<file path="src/rtl/f2h_pkg.sv">
package f2h_pkg;

    localparam int SGL_W       = 32;
    localparam int SGL_EXP_W   = 8;
    localparam int SGL_FRAC_W  = 23;
    localparam int HLF_W       = 16;
    localparam int HLF_EXP_W   = 5;
    localparam int HLF_FRAC_W  = 10;

    localparam int DROP_W      = SGL_FRAC_W - HLF_FRAC_W;
    localparam int SGL_BIAS    = (1 << (SGL_EXP_W - 1)) - 1;
    localparam int HLF_BIAS    = (1 << (HLF_EXP_W - 1)) - 1;
    localparam int REBIAS      = SGL_BIAS - HLF_BIAS;
    localparam int HLF_EXP_MAX = (1 << HLF_EXP_W) - 1;
    localparam int HUGE_EXP    = REBIAS + HLF_EXP_MAX;
    localparam int SIG_W       = SGL_FRAC_W + 1;
    localparam int MAG_W       = HLF_W - 1;

    typedef logic [MAG_W-1:0] hmag_t;

    typedef struct packed {
        logic                  sign;
        logic [SGL_EXP_W-1:0]  exp;
        logic [SGL_FRAC_W-1:0] frac;
    } sgl_t;

    typedef struct packed {
        logic  sign;
        hmag_t mag;
    } hlf_t;

    typedef struct packed {
        logic nan_quiet;
        logic nan_any;
        logic nan_lost;
        logic huge;
        logic tiny;
    } cls_t;

    typedef enum logic [2:0] {
        PICK_NORM,
        PICK_CARRY,
        PICK_PAYLOAD,
        PICK_NANFIX,
        PICK_INF,
        PICK_SUB,
        PICK_QNAN
    } pick_e;

    localparam hmag_t HLF_INF_MAG    = {{HLF_EXP_W{1'b1}}, {HLF_FRAC_W{1'b0}}};
    localparam hmag_t HLF_QNAN_MAG   = {{HLF_EXP_W{1'b1}}, 1'b1, {(HLF_FRAC_W-1){1'b0}}};
    localparam hmag_t HLF_NANFIX_MAG = {{HLF_EXP_W{1'b1}}, {(HLF_FRAC_W-1){1'b0}}, 1'b1};

    function automatic hmag_t nan_payload_mag(input logic [HLF_FRAC_W-1:0] top);
        return {{HLF_EXP_W{1'b1}}, top};
    endfunction

endpackage

</file>
<file path="src/rtl/f2h_rshift.sv">
module f2h_rshift #(
    parameter int W   = 24,
    parameter int SHW = 8
) (
    input  logic [W-1:0]   din,
    input  logic [SHW-1:0] amt,
    output logic [W-1:0]   dout
);
    localparam int STG = $clog2(W);

    logic [W-1:0] stage [0:STG];
    logic         too_far;

    assign stage[0] = din;
    assign too_far  = (amt >= SHW'(W));

    generate
        for (genvar k = 0; k < STG; k++) begin : g_stage
            assign stage[k+1] = amt[k] ? (stage[k] >> (1 << k)) : stage[k];
        end
    endgenerate

    assign dout = too_far ? '0 : stage[STG];
endmodule

</file>
<file path="src/rtl/f2h_classify.sv">
module f2h_classify
    import f2h_pkg::*;
(
    input  sgl_t word,
    output cls_t cls
);
    logic exp_ones;
    logic frac_nz;
    logic top_nz;

    assign exp_ones = &word.exp;
    assign frac_nz  = |word.frac;
    assign top_nz   = |word.frac[SGL_FRAC_W-1 -: HLF_FRAC_W];

    always_comb begin
        cls           = '0;
        cls.nan_any   = exp_ones & frac_nz;
        cls.nan_quiet = exp_ones & word.frac[SGL_FRAC_W-1];
        cls.nan_lost  = exp_ones & frac_nz & ~top_nz;
        cls.huge      = ~(exp_ones & frac_nz) & (word.exp >= SGL_EXP_W'(HUGE_EXP));
        cls.tiny      = (word.exp <= SGL_EXP_W'(REBIAS));
    end
endmodule

</file>
<file path="src/rtl/f2h_round.sv">
module f2h_round
    import f2h_pkg::*;
(
    input  sgl_t  word,
    output logic  carry,
    output hmag_t norm_mag,
    output hmag_t carry_mag,
    output hmag_t sub_mag
);
    logic [SIG_W-1:0]     round_inc;
    logic [SIG_W-1:0]     rnd_frac;
    logic [SGL_EXP_W-1:0] exp_reb;
    logic [HLF_EXP_W-1:0] exp_n;
    logic [SGL_EXP_W-1:0] sub_sh;
    logic [SIG_W-1:0]     sig;
    logic [SIG_W-1:0]     shifted;
    logic                 shift_unused;

    assign round_inc = {{(SGL_FRAC_W-DROP_W){1'b0}}, word.frac[DROP_W-1], {DROP_W{1'b0}}};
    assign rnd_frac  = {1'b0, word.frac} + round_inc;
    assign carry     = rnd_frac[SGL_FRAC_W];

    assign exp_reb   = word.exp - SGL_EXP_W'(REBIAS);
    assign exp_n     = exp_reb[HLF_EXP_W-1:0];

    assign norm_mag  = {exp_n, rnd_frac[SGL_FRAC_W-1:DROP_W]};
    assign carry_mag = {exp_n + HLF_EXP_W'(1), rnd_frac[SGL_FRAC_W-1:DROP_W]};

    assign sub_sh    = SGL_EXP_W'(REBIAS + 1) - word.exp;
    assign sig       = rnd_frac | {1'b1, {SGL_FRAC_W{1'b0}}};

    f2h_rshift #(
        .W   (SIG_W),
        .SHW (SGL_EXP_W)
    ) u_sub_shift (
        .din  (sig),
        .amt  (sub_sh),
        .dout (shifted)
    );

    assign sub_mag = {{HLF_EXP_W{1'b0}}, shifted[DROP_W+HLF_FRAC_W-1:DROP_W]};

    assign shift_unused = ^{shifted[SIG_W-1], shifted[DROP_W-1:0],
                            exp_reb[SGL_EXP_W-1:HLF_EXP_W]};
endmodule

</file>
<file path="src/rtl/f2h_select.sv">
module f2h_select
    import f2h_pkg::*;
(
    input  logic                  sign,
    input  logic [HLF_FRAC_W-1:0] payload,
    input  cls_t                  cls,
    input  logic                  carry,
    input  hmag_t                 norm_mag,
    input  hmag_t                 carry_mag,
    input  hmag_t                 sub_mag,
    output hlf_t                  result
);
    pick_e pick;
    hmag_t mag;

    // later assignments outrank earlier ones
    always_comb begin
        pick = PICK_NORM;
        if (carry)         pick = PICK_CARRY;
        if (cls.nan_any)   pick = PICK_PAYLOAD;
        if (cls.nan_lost)  pick = PICK_NANFIX;
        if (cls.huge)      pick = PICK_INF;
        if (cls.tiny)      pick = PICK_SUB;
        if (cls.nan_quiet) pick = PICK_QNAN;
    end

    always_comb begin
        unique case (pick)
            PICK_NORM:    mag = norm_mag;
            PICK_CARRY:   mag = carry_mag;
            PICK_PAYLOAD: mag = nan_payload_mag(payload);
            PICK_NANFIX:  mag = HLF_NANFIX_MAG;
            PICK_INF:     mag = HLF_INF_MAG;
            PICK_SUB:     mag = sub_mag;
            PICK_QNAN:    mag = HLF_QNAN_MAG;
            default:      mag = norm_mag;
        endcase
    end

    assign result = '{sign: sign, mag: mag};
endmodule

</file>
<file path="src/rtl/f2h_narrow.sv">
module f2h_narrow
    import f2h_pkg::*;
(
    input  logic             clk,
    input  logic             rst,
    input  logic             valid_in,
    input  logic [SGL_W-1:0] din,
    output logic             valid_out,
    output logic [HLF_W-1:0] dout
);
    sgl_t  word;
    cls_t  cls;
    logic  carry;
    hmag_t norm_mag;
    hmag_t carry_mag;
    hmag_t sub_mag;
    hlf_t  result;

    assign word = sgl_t'(din);

    f2h_classify u_classify (
        .word (word),
        .cls  (cls)
    );

    f2h_round u_round (
        .word      (word),
        .carry     (carry),
        .norm_mag  (norm_mag),
        .carry_mag (carry_mag),
        .sub_mag   (sub_mag)
    );

    f2h_select u_select (
        .sign      (word.sign),
        .payload   (word.frac[SGL_FRAC_W-1 -: HLF_FRAC_W]),
        .cls       (cls),
        .carry     (carry),
        .norm_mag  (norm_mag),
        .carry_mag (carry_mag),
        .sub_mag   (sub_mag),
        .result    (result)
    );

    always_ff @(posedge clk) begin
        if (rst) begin
            valid_out <= 1'b0;
            dout      <= '0;
        end else begin
            valid_out <= valid_in;
            if (valid_in) dout <= result;
        end
    end

    assert_valid_lat_R8: assert property (@(posedge clk) disable iff (rst)
        !$past(rst) |-> (valid_out == $past(valid_in)));

    assert_hold_R8: assert property (@(posedge clk) disable iff (rst)
        (!$past(rst) && !$past(valid_in)) |-> $stable(dout));

    assert_sign_R1: assert property (@(posedge clk) disable iff (rst)
        (!$past(rst) && $past(valid_in)) |-> (dout[HLF_W-1] == $past(din[SGL_W-1])));

    assert_flush_R4: assert property (@(posedge clk) disable iff (rst)
        (!$past(rst) && $past(valid_in) && ($past(din[SGL_W-2:SGL_FRAC_W]) == '0))
        |-> (dout[HLF_W-2:0] == '0));

    assert_huge_R5: assert property (@(posedge clk) disable iff (rst)
        (!$past(rst) && $past(valid_in)
         && ($past(din[SGL_W-2:SGL_FRAC_W]) >= SGL_EXP_W'(HUGE_EXP))
         && ($past(din[SGL_W-2:0]) <= {{SGL_EXP_W{1'b1}}, {SGL_FRAC_W{1'b0}}}))
        |-> (dout[HLF_W-2:0] == HLF_INF_MAG));

    assert_nan_kept_R7: assert property (@(posedge clk) disable iff (rst)
        (!$past(rst) && $past(valid_in) && (&$past(din[SGL_W-2:SGL_FRAC_W]))
         && (|$past(din[SGL_FRAC_W-1:0])))
        |-> ((&dout[HLF_W-2:HLF_FRAC_W]) && (|dout[HLF_FRAC_W-1:0])));
endmodule

</file>
<file path="config.mk">
export PLATFORM = sky130hd
export DESIGN_NAME = f2h_narrow
export DESIGN_NICKNAME = d
export VERILOG_FILES = /design/src/rtl/f2h_pkg.sv /design/src/rtl/f2h_rshift.sv /design/src/rtl/f2h_classify.sv /design/src/rtl/f2h_round.sv /design/src/rtl/f2h_select.sv /design/src/rtl/f2h_narrow.sv
export SDC_FILE = /design/constraint.sdc
export NUM_CORES = 1
export LEC_CHECK = 0
export BUFFER_PORTS_ARGS = -buffer_cell sky130_fd_sc_hd__buf_4
export CAP_MARGIN = 40
export CORE_MARGIN = 1.5
export CORE_UTILIZATION = 58
export CTS_CLUSTER_DIAMETER = 60
export DETAILED_ROUTE_END_ITERATION = 12
export PLACE_DENSITY = 0.78
export SLEW_MARGIN = 20
export SYNTH_ARGS = -nofsm -noshare
export SYNTH_HDL_FRONTEND = slang
export SYNTH_HIERARCHICAL = 1
export SYNTH_SLANG_ARGS = --single-unit
export TNS_END_PERCENT = 30
</file>
<file path="constraint.sdc">
create_clock -name clk -period 3.1 [get_ports clk]
set_input_delay 0 -clock clk [delete_from_list [all_inputs] [get_ports clk]]
set_output_delay 0 -clock clk [all_outputs]
set_load 0.02 [all_outputs]
</file>
==> impl_metrics.ini, run 1 <==
[cts]
cts_tree = built
clk_pin_slew_ns = 0.08
clockBufferDepth = 2
htreeDepth = 1
hold_buffers = 1
clock-sinks = 17
cts_resized = 0
cts_setup_buffers = 0
clock_latency_ns = 0.26
cts.root.buffer_cell = clkbuf_8
cts_buffers = 3

[placed_design]
hpwl_mm = 4.350
pre_cts_ws_ns = 0.3312
portBuffers = 51
gp_congestion = 0.9291

[floorplan]
coreArea_um2 = 3744
start_util = 0.6203
dieArea_um2 = 4392
die_h_um = 66.28
fp-row-count = 22
die_w_um = 66.28
io_pins = 52

[route]
wl_met2_mm = 2.872
routed.top_layer = met4
drtIter0Drc = 205
route.detailed.drc = 0
wl_per_cell_um = 15.46
antenna_left = 0
num_vias = 2159
wl_met1_mm = 2.490
drt-total-wl_mm = 5.768
drt-pass1-iter-count = 5
routed_via_density = 5.788
wl_met3_um = 353

[hold_path]
worstHoldPathType = in2reg

[sta]
rsz0062_at_grt = false
fin_tns_setup_ns = 0
maxSlewViolCount = 0
fin_ws_ns = 0.4074
hold_violations = 0
timing.final.crit_period_ns = 2.693
setup_viol = 0
tightest_slew_ns = 0.5352
clock_skew_ns = 0
max-slew-margin-rel = 0.6406
fin_crit_sh = 0.8686
max_freq_ghz = 0.3714

[global_route]
antenna_found_initial = 0
grt_pass1_wl_mm = 9.239
grt_max_degree = 24
grt_overflow = 0
grt_pass1_vias = 1949
track_usage = 0.2702

[critical_path]
slowest_stage = xor2_1
cpMostUsedCell = nor2_1
arrival_ns = 2.90
cp.required_ns = 3.31
crit_type = in2reg
cp.buffers_inverters = 1
end_kind = flip-flop
crit_chain = buf_4 -> ha_1 -> ha_1 -> nand4_1 -> nor2_1 -> xor2_1 -> mux4_2 -> mux2i_1 -> mux2_2 -> nor2_1 -> nand2_1 -> o21ai_0 -> o311ai_1 -> a311oi_2 -> mux2i_1 -> nor2_1
cp_top_family = multiplexers
cp-start-kind = input pin
path_max_fanout = 6
max_stage_delay_ns = 0.41

[run]
drv_cap = 0

[logic_synthesis]
syn_avg_cell_area_um2 = 7.767
syn_inst = 299
synth_area_um2 = 2322
ys_warn_count = 6

[power]
power_density_nw_per_um2 = 288.5
power_uw = 748.7
irDropWorstVdd_uv = 223.5
leakage_nw = 1.124

[cells_and_area]
diodes = 0
drive_gt1_frac = 0.2554
nets = 366
regArea_um2 = 340.3
fillers = 327
area_delta_synth_final_pct = 11.75
multiInputGateArea_um2 = 1648

[status]
outcome = finished, final reports clean
-- final cells by class --
class / count / area share
Inverter: 12 / 0.01736
Sequential cell: 17 / 0.1311
Tap cell: 48 / 0.02314
Clock buffer: 3 / 0.01591
Timing Repair Buffer: 60 / 0.1745
Multi-Input combinational cell: 232 / 0.6350
Clock inverter: 1 / 0.002893
-- registers in the layout (all words and copies together) (netlist names) --
| register | flops |
|---|---|
| valid_out | 1 |
| dout | 16 |
-- metrics by stage --
step | utilization | hold WS [ns] | std cells | area [um2]
after detailed placement | 0.6775 | 0.2605 | 368 | 2536
after global routing | 0.6932 | 0.05164 | 373 | 2595
after CTS | 0.6932 | 0.04386 | 373 | 2595
after global placement | 0.6775 | 0.2421 | 368 | 2536
final | 0.6932 | 0.04082 | 373 | 2595
after floorplan | - | 0.2287 | 306 | 2349
-- report_power, final --
group          switching [mW]  total [mW]  internal, mW
combinational           0.173       0.331         0.157
clock                  0.0877       0.178        0.0906
sequential            0.00715       0.240         0.233
total                   0.268       0.749         0.480
-- worst register-to-register path, cell delays in order, from the launching register on --
cell and delay [ns]:
dfxtp_1 0.34, mux2i_1 0.15, nor2_1 0.05
-- final timing paths --
check,endpoint,startpoint,cells after the start,slack [ns]
max,dout[0],din[13],16,0.41
min,dout[7],rst,2,0.04
max reg2reg,dout[0],dout[0],2,2.46
min reg2reg,dout[14],dout[14],2,0.50
-- per-layer routing --
metal  vias to the layer above  track usage
met2                        75       0.4688
li1                       1074            -
met3                         9      0.03407
met1                      1001       0.3596
met4                         0      0.04847
met5                         -            0
-- placed cells by master, fill, tap and decap left out, types with 3 or more instances in the layout --
cell type	n
inv_1	10
ha_1	5
conb_1	9
nand4_1	4
nand3_1	8
buf_4	59
nor2b_1	4
a22oi_1	10
mux2i_1	24
xnor2_1	9
nor4_1	5
mux4_2	5
dfxtp_1	17
nand2_1	25
nor3_1	10
o21ai_0	9
xor2_1	7
a2bb2oi_1	9
a221o_1	5
nand2b_1	10
clkbuf_8	3
nor2_1	36
Power figures use the tool's default switching activity.
==> run 2: changes to the inputs <==
--- a/config.mk
+++ b/config.mk
@@ -5,13 +5,14 @@
 export SDC_FILE = /design/constraint.sdc
 export NUM_CORES = 1
 export LEC_CHECK = 0
+export ABC_AREA = 1
 export BUFFER_PORTS_ARGS = -buffer_cell sky130_fd_sc_hd__buf_4
 export CAP_MARGIN = 40
 export CORE_MARGIN = 1.5
-export CORE_UTILIZATION = 58
+export CORE_UTILIZATION = 35
 export CTS_CLUSTER_DIAMETER = 60
 export DETAILED_ROUTE_END_ITERATION = 12
-export PLACE_DENSITY = 0.78
+export PLACE_DENSITY = 0.5
 export SLEW_MARGIN = 20
 export SYNTH_ARGS = -nofsm -noshare
 export SYNTH_HDL_FRONTEND = slang
==> impl_metrics.ini, run 2 <==
[placed_design]
hpwl_mm = 5.291
placed_area_um2 = 2889
portBuffers = 51
gp_congestion = 0.8419
pre_cts_ws_ns = 0.6943

[critical_path]
end_kind = flip-flop
cp.required_ns = 3.25
crit_chain = buf_4 -> inv_1 -> ha_1 -> xnor2_1 -> inv_2 -> o211ai_2 -> inv_2 -> nand2_1 -> inv_1 -> o211a_1 -> nand3_2 -> nand2_1 -> nor2_1 -> nand2_1 -> inv_1 -> nand2_1 -> nand2_1 -> nor2_1
cp.buffers_inverters = 6
cp-start-kind = input pin
cpMostUsedCell = nand2_1
crit_type = in2reg
cp_top_family = simple AND/OR/NAND/NOR gates
max_stage_delay_ns = 0.35
slowest_stage = xnor2_1
path_max_fanout = 16
arrival_ns = 2.33

[cts]
cts.root.buffer_cell = clkbuf_8
clock-sinks = 17
htreeDepth = 1
clk_pin_slew_ns = 0.06
cts_buffers = 3
clockBufferDepth = 2
cts_tree = built
cts_resized = 0
hold_buffers = 1
clock_latency_ns = 0.25
cts_setup_buffers = 0

[cells_and_area]
fillers = 852
final_cell_mix = nand2_1, nand3_1, nor2_1
nets = 514
final_common_cell = nand2_1
area_delta_synth_final_pct = 8.379
diodes = 0
largest_register_ffs = 16
fin_area_um2 = 2945
top_register = dout
drive_gt1_frac = 0.2685
largest_registers = dout: 16 flops, valid_out: 1 flops

[floorplan]
die_h_um = 91.12
fp-row-count = 31
io_pins = 52
dieArea_um2 = 8302
die_w_um = 91.12
start_util = 0.3688
coreArea_um2 = 7370

[route]
routed_via_density = 4.608
drt-pass1-iter-count = 4
route.detailed.drc = 0
num_vias = 2636
drtIter0Drc = 234
wl_per_cell_um = 11.57
drt-total-wl_mm = 6.620
antenna_left = 0

[sta]
setup_viol = 0
hold_violations = 0
fin_ws_ns = 0.9208
maxSlewViolCount = 0
fin_crit_sh = 0.7030
tightest_slew_ns = 0.4999
clock_skew_ns = 0
fin_hold_ws_ns = 0.03369
rsz0062_at_grt = false
fin_tns_setup_ns = 0
max_freq_ghz = 0.4589
max-slew-margin-rel = 0.6656
timing.final.crit_period_ns = 2.179

[power]
power_density_nw_per_um2 = 260.5
power_uw = 767.2
irDropWorstVdd_uv = 103.7
leakage_nw = 1.515

[logic_synthesis]
syn_inst = 458
synth_area_um2 = 2718
syn_avg_cell_area_um2 = 5.934
ys_warn_count = 6

[hold_path]
worstHoldPathType = in2reg

[global_route]
grt_max_degree = 35
grt_overflow = 0
track_usage = 0.1621
grt_pass1_vias = 2342
grt_pass1_wl_mm = 11.19
antenna_found_initial = 0

[status]
outcome = finished, final reports clean

[run]
drv_cap = 0
==> run 2: tightest hold or removal path: cells and delay by family <==
family	cells	cell delay [ns]
AND/OR/NAND/NOR	3	0.14
buffers and inverters	2	0.10
==> run 2: power by group <==
group	switching [mW]	internal, mW	total [mW]	leakage [nW]
sequential	0.00793	0.235	0.242	0.141
clock	0.0730	0.0891	0.162	0.0255
combinational	0.230	0.133	0.363	1.35
==> run 2: cell type report <==
cell class	instances	area [um2]	share of cell area
Sequential cell	17	340.3	0.1155
Multi-Input combinational cell	348	1844	0.6262
Clock buffer	3	41.29	0.01402
Inverter	52	197.7	0.06712
Tap cell	99	123.9	0.04206
Clock inverter	1	5.005	0.001699
Timing Repair Buffer	52	392.9	0.1334
==> run 2: metal layers <==
metal | share of wire | track usage | vias up | wire [um]
li1 | - | - | 1430 | -
met1 | 0.50 | 0.2368 | 1135 | 3342
met2 | 0.44 | 0.2631 | 67 | 2923
met3 | 0.048 | 0.007538 | 4 | 319
met4 | 0.0053 | 0.03125 | 0 | 35
met5 | 0 | 0 | - | 0
==> run 2: worst paths after layout <==
check / endpoint / slack [ns] / cells after the start / startpoint
setup / recovery: dout[0] / 0.92 / 18 / din[24]
hold reg to reg: dout[14] / 0.47 / 2 / dout[14]
hold / removal: dout[15] / 0.03 / 5 / din[31]
setup reg to reg: dout[7] / 2.51 / 2 / dout[7]
==> run 2: metrics by stage <==
| step | utilization | cells |
|---|---|---|
| floorplan | - | 464 |
| global placement | 0.3920 | 567 |
| detailed placement | 0.3920 | 567 |
| CTS | 0.3997 | 572 |
| global route | 0.3997 | 572 |
| finish | 0.3997 | 572 |
